[src/rtl/cfg_pkg.sv]
// Package: address map, status bit positions and widths shared by the
// configuration register file and its checker.
package cfg_pkg;
    localparam int ADDR_W = 8;
    localparam int DATA_W = 8;
    localparam int N_ID   = 9;

    localparam logic [ADDR_W-1:0] A_RESET  = 8'h09;
    localparam logic [ADDR_W-1:0] A_CLKCFG = 8'h0A;
    localparam logic [ADDR_W-1:0] A_PLLEN  = 8'h0D;
    localparam logic [ADDR_W-1:0] A_IRQGLB = 8'hE0;
    localparam logic [ADDR_W-1:0] A_IRQEN  = 8'hE1;
    localparam logic [ADDR_W-1:0] A_IRQST  = 8'hE5;

    // Status layout: 7 sync, 6 crc, 5 ecc-unc, 4 ecc-cor, 3 protocol,
    // 2 start-of-transmission, 0 pll unlock; bit 1 unused.
    localparam logic [DATA_W-1:0] STAT_MASK = 8'hFD;
endpackage

[src/rtl/cfg_id_bytes.sv]
// Module: cfg_id_bytes
// Decodes the read-only identification window. Purely combinational.
// Assumes the ID bytes are packed little-end first in ID_VALUE.
module cfg_id_bytes
    import cfg_pkg::*;
#(
    parameter int N_BYTES = N_ID,
    parameter logic [8*N_BYTES-1:0] ID_VALUE = '0
) (
    input  logic [ADDR_W-1:0] addr,
    output logic              hit,
    output logic [DATA_W-1:0] data
);
    // Select the ID byte matching the address, if any.
    always_comb begin
        hit  = 1'b0;
        data = '0;
        for (int i = 0; i < N_BYTES; i++) begin
            if (addr == ADDR_W'(i)) begin
                hit  = 1'b1;
                data = ID_VALUE[i*8 +: 8];
            end
        end
    end
endmodule

[src/rtl/cfg_ctrl_regs.sv]
// Module: cfg_ctrl_regs
// Reset, clock-configuration and PLL-enable registers plus the lock flag.
// Assumes pll_lock_in is already synchronous to clk.
module cfg_ctrl_regs
    import cfg_pkg::*;
(
    input  logic              clk,
    input  logic              rst_n,
    input  logic              wr_en,
    input  logic [ADDR_W-1:0] addr,
    input  logic [DATA_W-1:0] wdata,
    input  logic              pll_lock_in,
    output logic              soft_reset,
    output logic              pll_en,
    output logic [2:0]        clk_range,
    output logic              clk_src,
    output logic              locked,
    output logic              hit,
    output logic [DATA_W-1:0] data
);
    logic lock_raw_q;

    // Soft reset bit: set by a write, cleared on the following cycle.
    always_ff @(posedge clk) begin
        if (!rst_n)
            soft_reset <= 1'b0;
        else if (wr_en && addr == A_RESET)
            soft_reset <= wdata[0];
        else
            soft_reset <= 1'b0;
    end

    // Clock range / source and PLL enable, plain read-write fields.
    always_ff @(posedge clk) begin
        if (!rst_n) begin
            clk_range <= '0;
            clk_src   <= 1'b0;
            pll_en    <= 1'b0;
        end else if (wr_en) begin
            if (addr == A_CLKCFG) begin
                clk_range <= wdata[3:1];
                clk_src   <= wdata[0];
            end
            if (addr == A_PLLEN)
                pll_en <= wdata[0];
        end
    end

    // Register the raw lock level once.
    always_ff @(posedge clk) begin
        if (!rst_n) lock_raw_q <= 1'b0;
        else        lock_raw_q <= pll_lock_in;
    end

    // Lock is only reported while the PLL is enabled.
    assign locked = lock_raw_q & pll_en;

    // Read decode for this register group.
    always_comb begin
        hit  = 1'b1;
        data = '0;
        unique case (addr)
            A_RESET:  data = {7'b0, soft_reset};
            A_CLKCFG: data = {locked, 3'b000, clk_range, clk_src};
            A_PLLEN:  data = {7'b0, pll_en};
            default:  hit  = 1'b0;
        endcase
    end
endmodule

[src/rtl/cfg_irq_regs.sv]
// Module: cfg_irq_regs
// Global enable, per-source enables and sticky write-one-to-clear status.
// Assumes err_evt_in is synchronous; an event beats a clear in one cycle.
module cfg_irq_regs
    import cfg_pkg::*;
(
    input  logic              clk,
    input  logic              rst_n,
    input  logic              wr_en,
    input  logic [ADDR_W-1:0] addr,
    input  logic [DATA_W-1:0] wdata,
    input  logic [DATA_W-1:0] err_evt_in,
    output logic              irq,
    output logic              hit,
    output logic [DATA_W-1:0] data
);
    logic              gie_q;
    logic [DATA_W-1:0] en_q;
    logic [DATA_W-1:0] stat_q;
    logic [DATA_W-1:0] clr_mask;

    // Enable registers; unused bit positions are never stored.
    always_ff @(posedge clk) begin
        if (!rst_n) begin
            gie_q <= 1'b0;
            en_q  <= '0;
        end else if (wr_en) begin
            if (addr == A_IRQGLB) gie_q <= wdata[0];
            if (addr == A_IRQEN)  en_q  <= wdata & STAT_MASK;
        end
    end

    // Bits to clear this cycle from a status write.
    assign clr_mask = (wr_en && addr == A_IRQST) ? wdata : '0;

    // Sticky status: events set, ones written clear, set has priority.
    always_ff @(posedge clk) begin
        if (!rst_n) stat_q <= '0;
        else        stat_q <= ((stat_q & ~clr_mask) | err_evt_in) & STAT_MASK;
    end

    // Level interrupt from current register state.
    assign irq = gie_q & (|(stat_q & en_q));

    // Read decode for this register group.
    always_comb begin
        hit  = 1'b1;
        data = '0;
        unique case (addr)
            A_IRQGLB: data = {7'b0, gie_q};
            A_IRQEN:  data = en_q;
            A_IRQST:  data = stat_q;
            default:  hit  = 1'b0;
        endcase
    end
endmodule

[src/rtl/bridge_cfg_regs.sv]
// Module: bridge_cfg_regs
// Top of the bridge configuration register file: ID window, control group
// and interrupt group behind one registered read port.
// Assumes at most one access strobe matters per cycle; reads are side-effect free.
module bridge_cfg_regs
    import cfg_pkg::*;
#(
    parameter logic [8*N_ID-1:0] ID_VALUE = 72'h20_20_20_20_33_38_49_53_44
) (
    input  logic              clk,
    input  logic              rst_n,
    input  logic              wr_en,
    input  logic              rd_en,
    input  logic [ADDR_W-1:0] addr,
    input  logic [DATA_W-1:0] wdata,
    output logic [DATA_W-1:0] rdata,
    input  logic              pll_lock_in,
    input  logic [DATA_W-1:0] err_evt_in,
    output logic              soft_reset_out,
    output logic              pll_en_out,
    output logic [2:0]        clk_range_out,
    output logic              clk_src_out,
    output logic              pll_locked_out,
    output logic              irq_out
);
    logic              id_hit, ctl_hit, irq_hit;
    logic [DATA_W-1:0] id_data, ctl_data, irq_data, rd_mux;

    cfg_id_bytes #(.N_BYTES(N_ID), .ID_VALUE(ID_VALUE)) u_id (
        .addr (addr),
        .hit  (id_hit),
        .data (id_data)
    );

    cfg_ctrl_regs u_ctl (
        .clk         (clk),
        .rst_n       (rst_n),
        .wr_en       (wr_en),
        .addr        (addr),
        .wdata       (wdata),
        .pll_lock_in (pll_lock_in),
        .soft_reset  (soft_reset_out),
        .pll_en      (pll_en_out),
        .clk_range   (clk_range_out),
        .clk_src     (clk_src_out),
        .locked      (pll_locked_out),
        .hit         (ctl_hit),
        .data        (ctl_data)
    );

    cfg_irq_regs u_irq (
        .clk        (clk),
        .rst_n      (rst_n),
        .wr_en      (wr_en),
        .addr       (addr),
        .wdata      (wdata),
        .err_evt_in (err_evt_in),
        .irq        (irq_out),
        .hit        (irq_hit),
        .data       (irq_data)
    );

    // Merge the group read data; unmatched addresses give zero.
    always_comb begin
        rd_mux = '0;
        if (id_hit)  rd_mux = id_data;
        if (ctl_hit) rd_mux = ctl_data;
        if (irq_hit) rd_mux = irq_data;
    end

    // Registered read port: data one cycle after the strobe, else zero.
    always_ff @(posedge clk) begin
        if (!rst_n)     rdata <= '0;
        else if (rd_en) rdata <= rd_mux;
        else            rdata <= '0;
    end
endmodule

[config.mk]
export PLATFORM = sky130hd
export DESIGN_NAME = bridge_cfg_regs
export DESIGN_NICKNAME = d
export VERILOG_FILES = /design/src/rtl/cfg_pkg.sv /design/src/rtl/cfg_id_bytes.sv /design/src/rtl/cfg_ctrl_regs.sv /design/src/rtl/cfg_irq_regs.sv /design/src/rtl/bridge_cfg_regs.sv
export SDC_FILE = /design/constraint.sdc
export NUM_CORES = 1
export LEC_CHECK = 0
export CORE_MARGIN = 3
export CORE_UTILIZATION = 32
export CTS_CLUSTER_DIAMETER = 200
export DETAILED_ROUTE_END_ITERATION = 8
export PLACE_DENSITY = 0.67
export SYNTH_ARGS = -nofsm -noshare
export SYNTH_HDL_FRONTEND = slang
export SYNTH_SLANG_ARGS = --single-unit
[constraint.sdc]
create_clock -name clk -period 1.35 [get_ports clk]
set_clock_uncertainty 0.15 [all_clocks]
set_input_delay 0.27 -clock clk [delete_from_list [all_inputs] [get_ports clk]]
set_output_delay 0.27 -clock clk [all_outputs]
set_load 0.03 [all_outputs]
### Word-level counts from Yosys, hierarchy flattened

Cells that the tools add are included.

| word-level totals | value |
|---|---|
| word-level logic and storage cells | 68 |
| register bits | 31 |

| operators by class | value |
|---|---|
| reductions and logical operators | 12 |
| bitwise gates (word level) | 6 |
| mux-type cells | 26 |
| equality and inequality tests | 14 |

Operators with widths:

| operator | count |
|---|---|
| two-way mux 7 bit | 9 |
| case mux 8 bit (3 select lines) | 2 |
| equality test 8 x 3 -> 1 bit (second input constant) | 4 |
| equality test 8 x 4 -> 1 bit (second input constant) | 4 |
| two-way mux 8 bit | 4 |
| equality test 8 bit (second input constant) | 3 |
| bitwise AND 8 bit | 2 |
| equality test 8 x 2 -> 1 bit (second input constant) | 2 |
| AND reduction 2 bit | 6 |
| two-way mux 1 bit | 11 |
| equality test 8 x 1 -> 1 bit (second input constant) | 1 |
| zero test 8 bit | 1 |
| inverter 8 bit | 1 |
| OR 8 bit | 1 |
| OR reduction 8 bit | 1 |
| OR reduction 3 bit | 2 |
| bitwise AND 1 bit | 2 |
| logical AND 1 bit | 2 |

### Depth between registers and ports, before layout

Gate-level depths: netlist of run 1.

| depth | value |
|---|---|
| depth in word-level cells | 13 |
| depth in mapped cells | 6 |
| gate-level depth less buffers | 4 |

### By module

Synthesis of run 1 repeated with hierarchy kept, for this count alone.

| second synthesis, totals | value |
|---|---|
| cell total of the unflattened synthesis | 212 |
| area total of the unflattened synthesis | 1935.6 um^2 |

Modules (own cells, without submodules):

| module | seq. area each (um^2) | times used | cells each | area an instance (um^2) |
|---|---|---|---|---|
| cfg_irq_regs | 300.3 | 1 | 98 | 815.8 |
| bridge_cfg_regs | 160.2 | 1 | 45 | 516.7 |
| cfg_ctrl_regs | 140.1 | 1 | 47 | 455.4 |
| cfg_id_bytes | 0.0 | 1 | 22 | 147.6 |

### Worst setup path after synthesis of run 1

OpenSTA, ideal clock, no wires.

| timing path | value |
|---|---|
| path kind | input to register |
| start point | in addr[0] |
| end point | reg u_ctl.clk_range[2] |
| arrival time | 1158 ps |
| cell stages on the path | 5 |
| path slack | -75 ps |
| path buffers | 1 |
| path through | buf_4 > and4bb_2 > nand3_1 > mux2i_1 > nor2b_1 |

| on the way | value |
|---|---|
| cells in the longest elaborated chain, start to end | 2 |

RTL lines:

| what | line | source |
|---|---|---|
| from (decl) | bridge_cfg_regs.sv:14 | `input logic [ADDR_W-1:0] addr,` |
| equality test 8 x 4 -> 1 bit | cfg_ctrl_regs.sv:40 | `if (addr == A_CLKCFG) begin` |
| AND reduction 2 bit (no line) | n/a |  |
| to (signal assigned) | cfg_ctrl_regs.sv:41 | `clk_range <= wdata[3:1];` |
| to (decl) | cfg_ctrl_regs.sv:15 | `output logic [2:0] clk_range,` |

No other way between the ends.
A chain may end at the register's enable or synchronous reset.

### Worst setup path in the final report of run 1

| timing path | value |
|---|---|
| start point | reg u_irq.en_q[4] |
| end point | out irq_out |

| on the way | value |
|---|---|
| cells in the longest elaborated chain, start to end | 3 |

RTL lines:

| what | line | source |
|---|---|---|
| from (decl) | cfg_irq_regs.sv:18 | `logic [DATA_W-1:0] en_q;` |
| from (signal assigned) | cfg_irq_regs.sv:29 | `if (addr == A_IRQEN) en_q <= wdata & STAT_MASK;` |
| bitwise AND 8 bit | cfg_irq_regs.sv:43 | `assign irq = gie_q & (\|(stat_q & en_q));` |
| OR reduction 8 bit | cfg_irq_regs.sv:43 |  |
| bitwise AND 1 bit | cfg_irq_regs.sv:43 |  |
| to (decl) | bridge_cfg_regs.sv:24 | `output logic irq_out` |

No other way between the ends.

==> impl_metrics.json, run 1 <==
{
  "timing.final.max_slew_violations": 0,
  "gr-total-overflow": 0,
  "first_iter_violations": 87,
  "total_switching_power_mw": 0.455,
  "postLayoutCoreUtil_pct": 53.0,
  "drc": 0,
  "clock_tree.buffer_depth": 2,
  "core_region_area_mm2": 0.00444,
  "synthesis.yosys.warnings": 0,
  "hold_violations": 0,
  "hold_slack_ps": 359,
  "worstSkewPairLatency_ps": 280,
  "synthMostInstantiatedCell": "sky130_fd_sc_hd__dfxtp_1",
  "flow.area_growth_from_synthesis_pct": 56.2,
  "drt-vias-per-instance": 5.15,
  "number_of_global_route_vias_before_repair": 1496,
  "seq_power_share_pct": 47.5,
  "critPathMaxFanout": 2,
  "holdBufCountCts": 0,
  "antenna_cells_inserted": 0,
  "buffer_ports.inserted": 43,
  "detailed_route_wire_length_mm": 4.44,
  "ys_seq_area_share_pct": 39.8,
  "floorplan.die.width_um": 74.7,
  "startpoint_type": "flip-flop",
  "vias": 1503,
  "synth_common_cells": "30 x sky130_fd_sc_hd__dfxtp_1, 15 x sky130_fd_sc_hd__mux2i_1, 15 x sky130_fd_sc_hd__nor2b_1, 10 x sky130_fd_sc_hd__a31oi_1, 8 x sky130_fd_sc_hd__inv_1",
  "grt.total_usage_pct": 16.2,
  "achievable-frequency_mhz": 544,
  "comb_power_share_pct": 16.0,
  "synth_enable_flop_cells": 0,
  "syn_nets": 190,
  "synth_compound_gate_area_share_pct": 16.8,
  "power.static_leakage_nw": 1.05,
  "synth_simple_gate_area_share_pct": 24.3,
  "post_synth_xor_area_fraction_pct": 1.16,
  "clk_root_buffer_cell": "sky130_fd_sc_hd__clkbuf_8",
  "setup_viol": 1,
  "worst_ir_drop_vdd_v": 0.000388,
  "yosys-mux-area-fraction_pct": 11.4,
  "synth_top_family_by_area": "simple AND/OR/NAND/NOR gates",
  "timing.final.ws_setup_ps": -487,
  "antenna_found_initial": 0,
  "floorplan.io_pins": 45,
  "post-route-min-period_ps": 1840,
  "detail-route-antenna-nets": 0,
  "arrival_time_reported_for_the_critical_path_endpoint_ps": 1420,
  "clk_pin_slew_worst_paths_ps": 60,
  "synth.ff_latch_count": 30,
  "die-height_um": 74.7,
  "async_flop_share_pct": 0,
  "clock_sinks": 30,
  "rows": 24,
  "grt_pass1_wl_mm": 6.82,
  "yosys_top_cell_by_area": "sky130_fd_sc_hd__dfxtp_1",
  "worst_setup_ep_type": "output port",
  "yosys.area_share.adder_pct": 0,
  "switching_share_pct": 23.7,
  "post_synth_main_area_contributors": "sky130_fd_sc_hd__dfxtp_1 40%, sky130_fd_sc_hd__mux2i_1 10%, sky130_fd_sc_hd__nor2b_1 6.2%, sky130_fd_sc_hd__a31oi_1 4.1%, sky130_fd_sc_hd__o21a_1 3.5%",
  "met2_usage_pct": 27.5,
  "cp_data_required_time_ps": 930,
  "relSlewSlack_pct": 68.7,
  "cell_internal_pwr_mw": 1.47,
  "layout_worst_path_cycle_share_pct": 136,
  "slew_of_the_pin_with_the_lowest_slew_margin_ps": 469,
  "drive_gt1_share_pct": 37.9,
  "global_routing_met3_resource_utilization_pct": 3.60,
  "grt-busiest-layer": "met2",
  "failed_checks": "negative setup slack",
  "synth_cell_type_count": 42,
  "initial_core_util_pct": 34.0,
  "pwr-share-clk_pct": 36.5,
  "synth.top_cell.area_share_pct": 39.8,
  "worstHoldPathType": "primary input to flip-flop",
  "postSynth.topFlopCell": "sky130_fd_sc_hd__dfxtp_1",
  "syn_inst": 161,
  "die_area_mm2": 0.00558,
  "cts_h_tree_depth": 2,
  "grt_max_degree": 14,
  "cap_viol_max_count": 0,
  "nets_finish": 270,
  "grt_setup_unrepaired": "true",
  "synth_area_per_cell_um2": 9.37,
  "place_hpwl_mm": 3.24,
  "timing.setup.critical_path_class": "flip-flop to output port",
  "wire_per_inst_um": 15.2,
  "netlist_area_mm2": 0.00151,
  "pwr_density_cell_mw_per_mm2": 816,
  "cts-buffers-inserted": 5,
  "detailedRoute.firstPassIterationCount": 4,
  "n_fill_cell": 421,
  "gp_congestion": 0.879,
  "run_status": "complete, but fails checks",
  "tritoncts": "done",
  "global_route.usage.met1_pct": 20.3
}
power groups by stage:
| stage | sequential (mW) | clock [mW] | combinational, mW |
|---|---|---|---|
| floorplan | 0.933 | 0 | 0.113 |
| global placement | 0.933 | 0 | 0.293 |
| detailed placement | 0.933 | 0 | 0.294 |
| CTS | 0.914 | 0.717 | 0.293 |
| global route | 0.915 | 0.743 | 0.330 |
| finish | 0.914 | 0.702 | 0.307 |
worst paths after layout:
check                                                start  slack [ps]  cells past startpoint                   endpoint
worst min-delay path                               addr[0]         360                      4        rdata[3]$_SDFF_PN0_
worst max-delay path            u_irq.en_q[4]$_SDFFE_PN0P_        -490                      3                    irq_out
worst max register to register  u_irq.en_q[2]$_SDFFE_PN0P_          80                      4        rdata[2]$_SDFF_PN0_
worst min register to register   u_ctl.pll_en$_SDFFE_PN0P_         400                      2  u_ctl.pll_en$_SDFFE_PN0P_
area by class of cell:
| cell class | instances | area [um^2] | share of cell area, % |
|---|---|---|---|
| tap | 52 | 65.1 | 2.76 |
| sequential | 30 | 603 | 25.6 |
| timing repair buffer | 83 | 697 | 29.6 |
| multi-input combinational | 113 | 880 | 37.3 |
| clock buffer | 6 | 82.6 | 3.50 |
| inverter | 8 | 30.0 | 1.27 |
per-layer routing:
metal,share of wire [%],wire (um),vias up
met4,1.8,80,0
met3,5.4,241,10
li1,-,-,743
met2,49,2160,46
met1,44,1950,704
met5,0,0,-
cells in the final DEF (no fill, tap or decap), types with 2 or more instances in the layout:
cell,netlist,routed
sky130_fd_sc_hd__nand3_4,1,2
sky130_fd_sc_hd__nand2b_1,2,2
sky130_fd_sc_hd__o21a_1,7,7
sky130_fd_sc_hd__dfxtp_1,30,28
sky130_fd_sc_hd__a22oi_1,2,2
sky130_fd_sc_hd__buf_6,1,8
sky130_fd_sc_hd__a32oi_1,3,3
sky130_fd_sc_hd__nand4_1,3,3
sky130_fd_sc_hd__buf_4,4,47
sky130_fd_sc_hd__nand2_1,6,6
sky130_fd_sc_hd__inv_1,8,8
sky130_fd_sc_hd__nor2_1,3,3
sky130_fd_sc_hd__nor3_2,0,2
sky130_fd_sc_hd__nor3_1,5,3
sky130_fd_sc_hd__a31oi_1,10,9
sky130_fd_sc_hd__mux2i_1,15,15
sky130_fd_sc_hd__nand3_1,7,6
sky130_fd_sc_hd__and2_4,2,3
sky130_fd_sc_hd__nor2b_1,15,14
sky130_fd_sc_hd__clkbuf_8,0,6
sky130_fd_sc_hd__nor3b_1,3,3
sky130_fd_sc_hd__clkdlybuf4s50_1,0,18
sky130_fd_sc_hd__dfxtp_2,0,2
sky130_fd_sc_hd__mux2_2,2,2
sky130_fd_sc_hd__clkbuf_2,0,6
sky130_fd_sc_hd__a21oi_1,5,5
per-stage QoR:
stage                     cells  setup slack, ps  power [mW]  TNS (ps)  instance area [um^2]
after floorplan             161            -14.9        1.05      -157                  1530
after global placement      281             -555        1.23    -15330                  2210
after detailed placement    281             -614        1.23    -15840                  2210
after CTS                   290             -485        1.92      -485                  2330
after global routing        292             -545        1.99      -551                  2360
final                       292             -487        1.92      -487                  2360
kinds of logic (layout without fill, tap and decap cells):
kind of cell              Yosys count  count (layout)
buffers and inverters              19              97
AOI/OAI and AO/OA                  36              36
muxes                              17              17
xor gates and xnor gates            2               2
DFF                                30              30
and+or+nand+nor                    57              58
flip-flops by register name, summed over array words and instances, names as in the netlist:
name,flops
u_ctl.clk_range,3
u_irq.gie_q,1
u_ctl.pll_en,1
u_irq.en_q,7
u_ctl.soft_reset,1
rdata,8
u_irq.stat_q,7
u_ctl.clk_src,1
u_ctl.lock_raw_q,1
critical path: stages (launching register included):
cell	delay, ps
sky130_fd_sc_hd__dfxtp_2	320
sky130_fd_sc_hd__a222oi_1	480
sky130_fd_sc_hd__a31oi_2	170
sky130_fd_sc_hd__buf_6	170
what timing repair did:
action / in CTS / in global routing
gates resized for setup: 29 / 22
cloned: 1 / 1
pin swaps: 7 / 9
setup endpoints to repair: 31 / 29
buffers inserted: 2 / 1
Power figures use the tool's default switching activity.
==> run 2, diff against run 1 <==
==> constraint.sdc (replaced) <==
create_clock -name clk -period 1.35 [get_ports clk]
set_clock_uncertainty 0.15 [all_clocks]
set_input_delay 0.27 -clock clk [delete_from_list [all_inputs] [get_ports clk]]
set_output_delay 0.27 -clock clk [all_outputs]
set_load 0.01 [all_outputs]
==> run 2 against run 1 <==
The flow still finishes with violations (negative setup slack). Routed wire length up 4.3%. Via count up 1.5%. Combinational power grew 3%. Sequential cell count unchanged. Critical path type unchanged. Largest cell class unchanged.
==> impl_metrics.json, run 2 (synthesized netlist as in run 1, its figures left out) <==
{
  "run_status": "complete, but fails checks",
  "failed_checks": "negative setup slack",
  "setup_viol": 1,
  "critical_register_to_register_path_endpoint": "rdata[0]$_SDFF_PN0_",
  "initial_core_util_pct": 34.0,
  "vias": 1526,
  "clk_pin_slew_worst_paths_ps": 60,
  "clk_root_buffer_cell": "sky130_fd_sc_hd__clkbuf_8",
  "max_reg_flops": 8,
  "cap_viol_max_count": 0,
  "floorplan.io_pins": 45,
  "worstSkewPairLatency_ps": 280,
  "post-route-min-period_ps": 1730,
  "power.static_leakage_nw": 1.12,
  "clock_tree.buffer_depth": 2,
  "whs_path_depth": 4,
  "timing.final.ws_setup_ps": -377,
  "hold_slack_ps": 336,
  "holdBufCountCts": 0,
  "detail-route-antenna-nets": 0,
  "pwr_density_cell_mw_per_mm2": 857,
  "achievable-frequency_mhz": 579,
  "drc": 0,
  "number_of_global_route_vias_before_repair": 1502,
  "largest_registers": "rdata: 8 flops, u_irq.en_q: 7 flops, u_irq.stat_q: 7 flops",
  "critPathMaxFanout": 2,
  "timing.final.max_slew_violations": 0,
  "place_hpwl_mm": 3.57,
  "worst_ir_drop_vdd_v": 0.000575,
  "cp_slowest_cell": "sky130_fd_sc_hd__a222oi_1",
  "detailedRoute.firstPassIterationCount": 4,
  "core_region_area_mm2": 0.00444,
  "top_register": "rdata",
  "wire_per_inst_um": 15.3,
  "worstHoldPathType": "primary input to flip-flop",
  "first_iter_violations": 95,
  "critPathMaxStageDelay_ps": 380,
  "drt-vias-per-instance": 5.04,
  "grt_max_degree": 15,
  "fin_setup_tns_ps": -377,
  "gr-total-overflow": 0,
  "r2r_setup_slack_ps": 60,
  "postLayoutCoreUtil_pct": 55.3,
  "detailed_route_wire_length_mm": 4.63,
  "cts-buffers-inserted": 5,
  "tritoncts": "done",
  "mostFrequentLayoutCell": "sky130_fd_sc_hd__buf_4",
  "antenna_found_initial": 0,
  "worst_setup_ep_type": "output port",
  "place_area_mm2": 0.00232,
  "die-height_um": 74.7,
  "mostFrequentLayoutCells": "45 x sky130_fd_sc_hd__buf_4, 27 x sky130_fd_sc_hd__dfxtp_1, 18 x sky130_fd_sc_hd__clkdlybuf4s50_1",
  "worstHoldStart": "addr[0]",
  "relSlewSlack_pct": 76.9,
  "startpoint_type": "flip-flop",
  "critical_path.cell_chain": "a222oi_1 > a31oi_1 > buf_2",
  "drive_gt1_share_pct": 33.9,
  "clock_sinks": 30,
  "gp_congestion": 0.889,
  "regToRegStartpoint": "u_ctl.clk_src$_SDFFE_PN0P_",
  "nets_finish": 279,
  "floorplan.die.width_um": 74.7,
  "hold_violations": 0,
  "worst_r2r_path_depth": 4,
  "rows": 24,
  "arrival_time_reported_for_the_critical_path_endpoint_ps": 1310,
  "grt_setup_unrepaired": "true",
  "timing.hold.worst_endpoint": "rdata[5]$_SDFF_PN0_",
  "grt.total_usage_pct": 17.1,
  "cp_data_required_time_ps": 930,
  "cts_h_tree_depth": 2,
  "timing.setup.critical_path_class": "flip-flop to output port",
  "postLayoutCellArea_mm2": 0.00246,
  "fin_total_pwr_mw": 2.11,
  "flow.area_growth_from_synthesis_pct": 63.0,
  "buffer_ports.inserted": 43,
  "antenna_cells_inserted": 0,
  "grt_pass1_wl_mm": 7.11,
  "die_area_mm2": 0.00558,
  "layout_worst_path_cycle_share_pct": 128,
  "slew_of_the_pin_with_the_lowest_slew_margin_ps": 346
}
[run 2: changes by cell type in the layout (fill, tap and decap cells not counted), sizes merged]
| cell | change |
|---|---|
| dlygate4sd2 | +13 |
| clkdlybuf4s15 | +3 |
| buf | -5 |
| bufinv | +1 |
| clkbuf | -1 |
[run 2: worst max path at each step]
stage | from | endpoint | slack [ps] | cells after the start
6_report | u_irq.stat_q[4]$_SDFF_PN0_ | irq_out | -380 | 3
5_1_grt | u_irq.stat_q[4]$_SDFF_PN0_ | irq_out | -460 | 3
4_1_cts | u_irq.en_q[4]$_SDFFE_PN0P_ | irq_out | -400 | 3
3_5_place_dp | addr[0] | rdata[0]$_SDFF_PN0_ | -550 | 6
3_3_place_gp | addr[2] | rdata[3]$_SDFF_PN0_ | -540 | 5
2_1_floorplan | addr[4] | u_irq.stat_q[0]$_SDFF_PN0_ | -10 | 6
[run 2: report_power, final]
part / switching, mW / internal [mW] / leakage [nW]
clock: 0.328 / 0.551 / 0.0524
combinational: 0.137 / 0.178 / 0.826
sequential: 0.0102 / 0.903 / 0.245
total: 0.476 / 1.63 / 1.12
[run 2: stage by stage]
step	std cells	setup slack (ps)
2_1_floorplan	161	-14.9
3_3_place_gp	293	-541
3_5_place_dp	293	-553
4_1_cts	301	-400
5_1_grt	303	-464
6_report	303	-377
[run 2: final cells by class]
class	instances	area, um^2
Timing Repair Buffer	92	761
Clock inverter	1	30.0
Fill cell	429	1980
Sequential cell	30	604
Inverter	8	30.0
Clock buffer	7	76.3
Multi-Input combinational cell	113	893
Tap cell	52	65.1
[run 2: what timing repair did]
| item | in CTS | in global routing |
|---|---|---|
| gates resized for setup | 43 | 22 |
| pin swaps | 8 | 11 |
| setup buffers | 0 | 1 |
| gates cloned | 0 | 1 |
| endpoints found under the setup margin | 45 | 30 |
[run 2: worst max-delay path: cells and delay by family, from the launching register on]
family                 cells  cell delay (ps)
DFF                        1              320
AOI/OAI and AO/OA          2              550
buffers and inverters      1              160
[run 2: metal layers]
layer | GRT usage, % | routed length, um | vias up
met1 | 22.7 | 2190 | 714
met3 | 5.74 | 223 | 6
met2 | 27.2 | 2180 | 42
met5 | 0 | 0 | -
met4 | 3.56 | 41 | 0
li1 | - | - | 764
==> run 3, diff against run 2 <==
--- a/config.mk
+++ b/config.mk
@@ -9,6 +9,7 @@
 export CORE_UTILIZATION = 32
 export CTS_CLUSTER_DIAMETER = 200
 export DETAILED_ROUTE_END_ITERATION = 8
+export GPL_ROUTABILITY_DRIVEN = 1
 export PLACE_DENSITY = 0.67
 export SYNTH_ARGS = -nofsm -noshare
 export SYNTH_HDL_FRONTEND = slang
==> results of run 3 <==
Same layout as run 2: the final DEF is identical, and so are final timing and power.
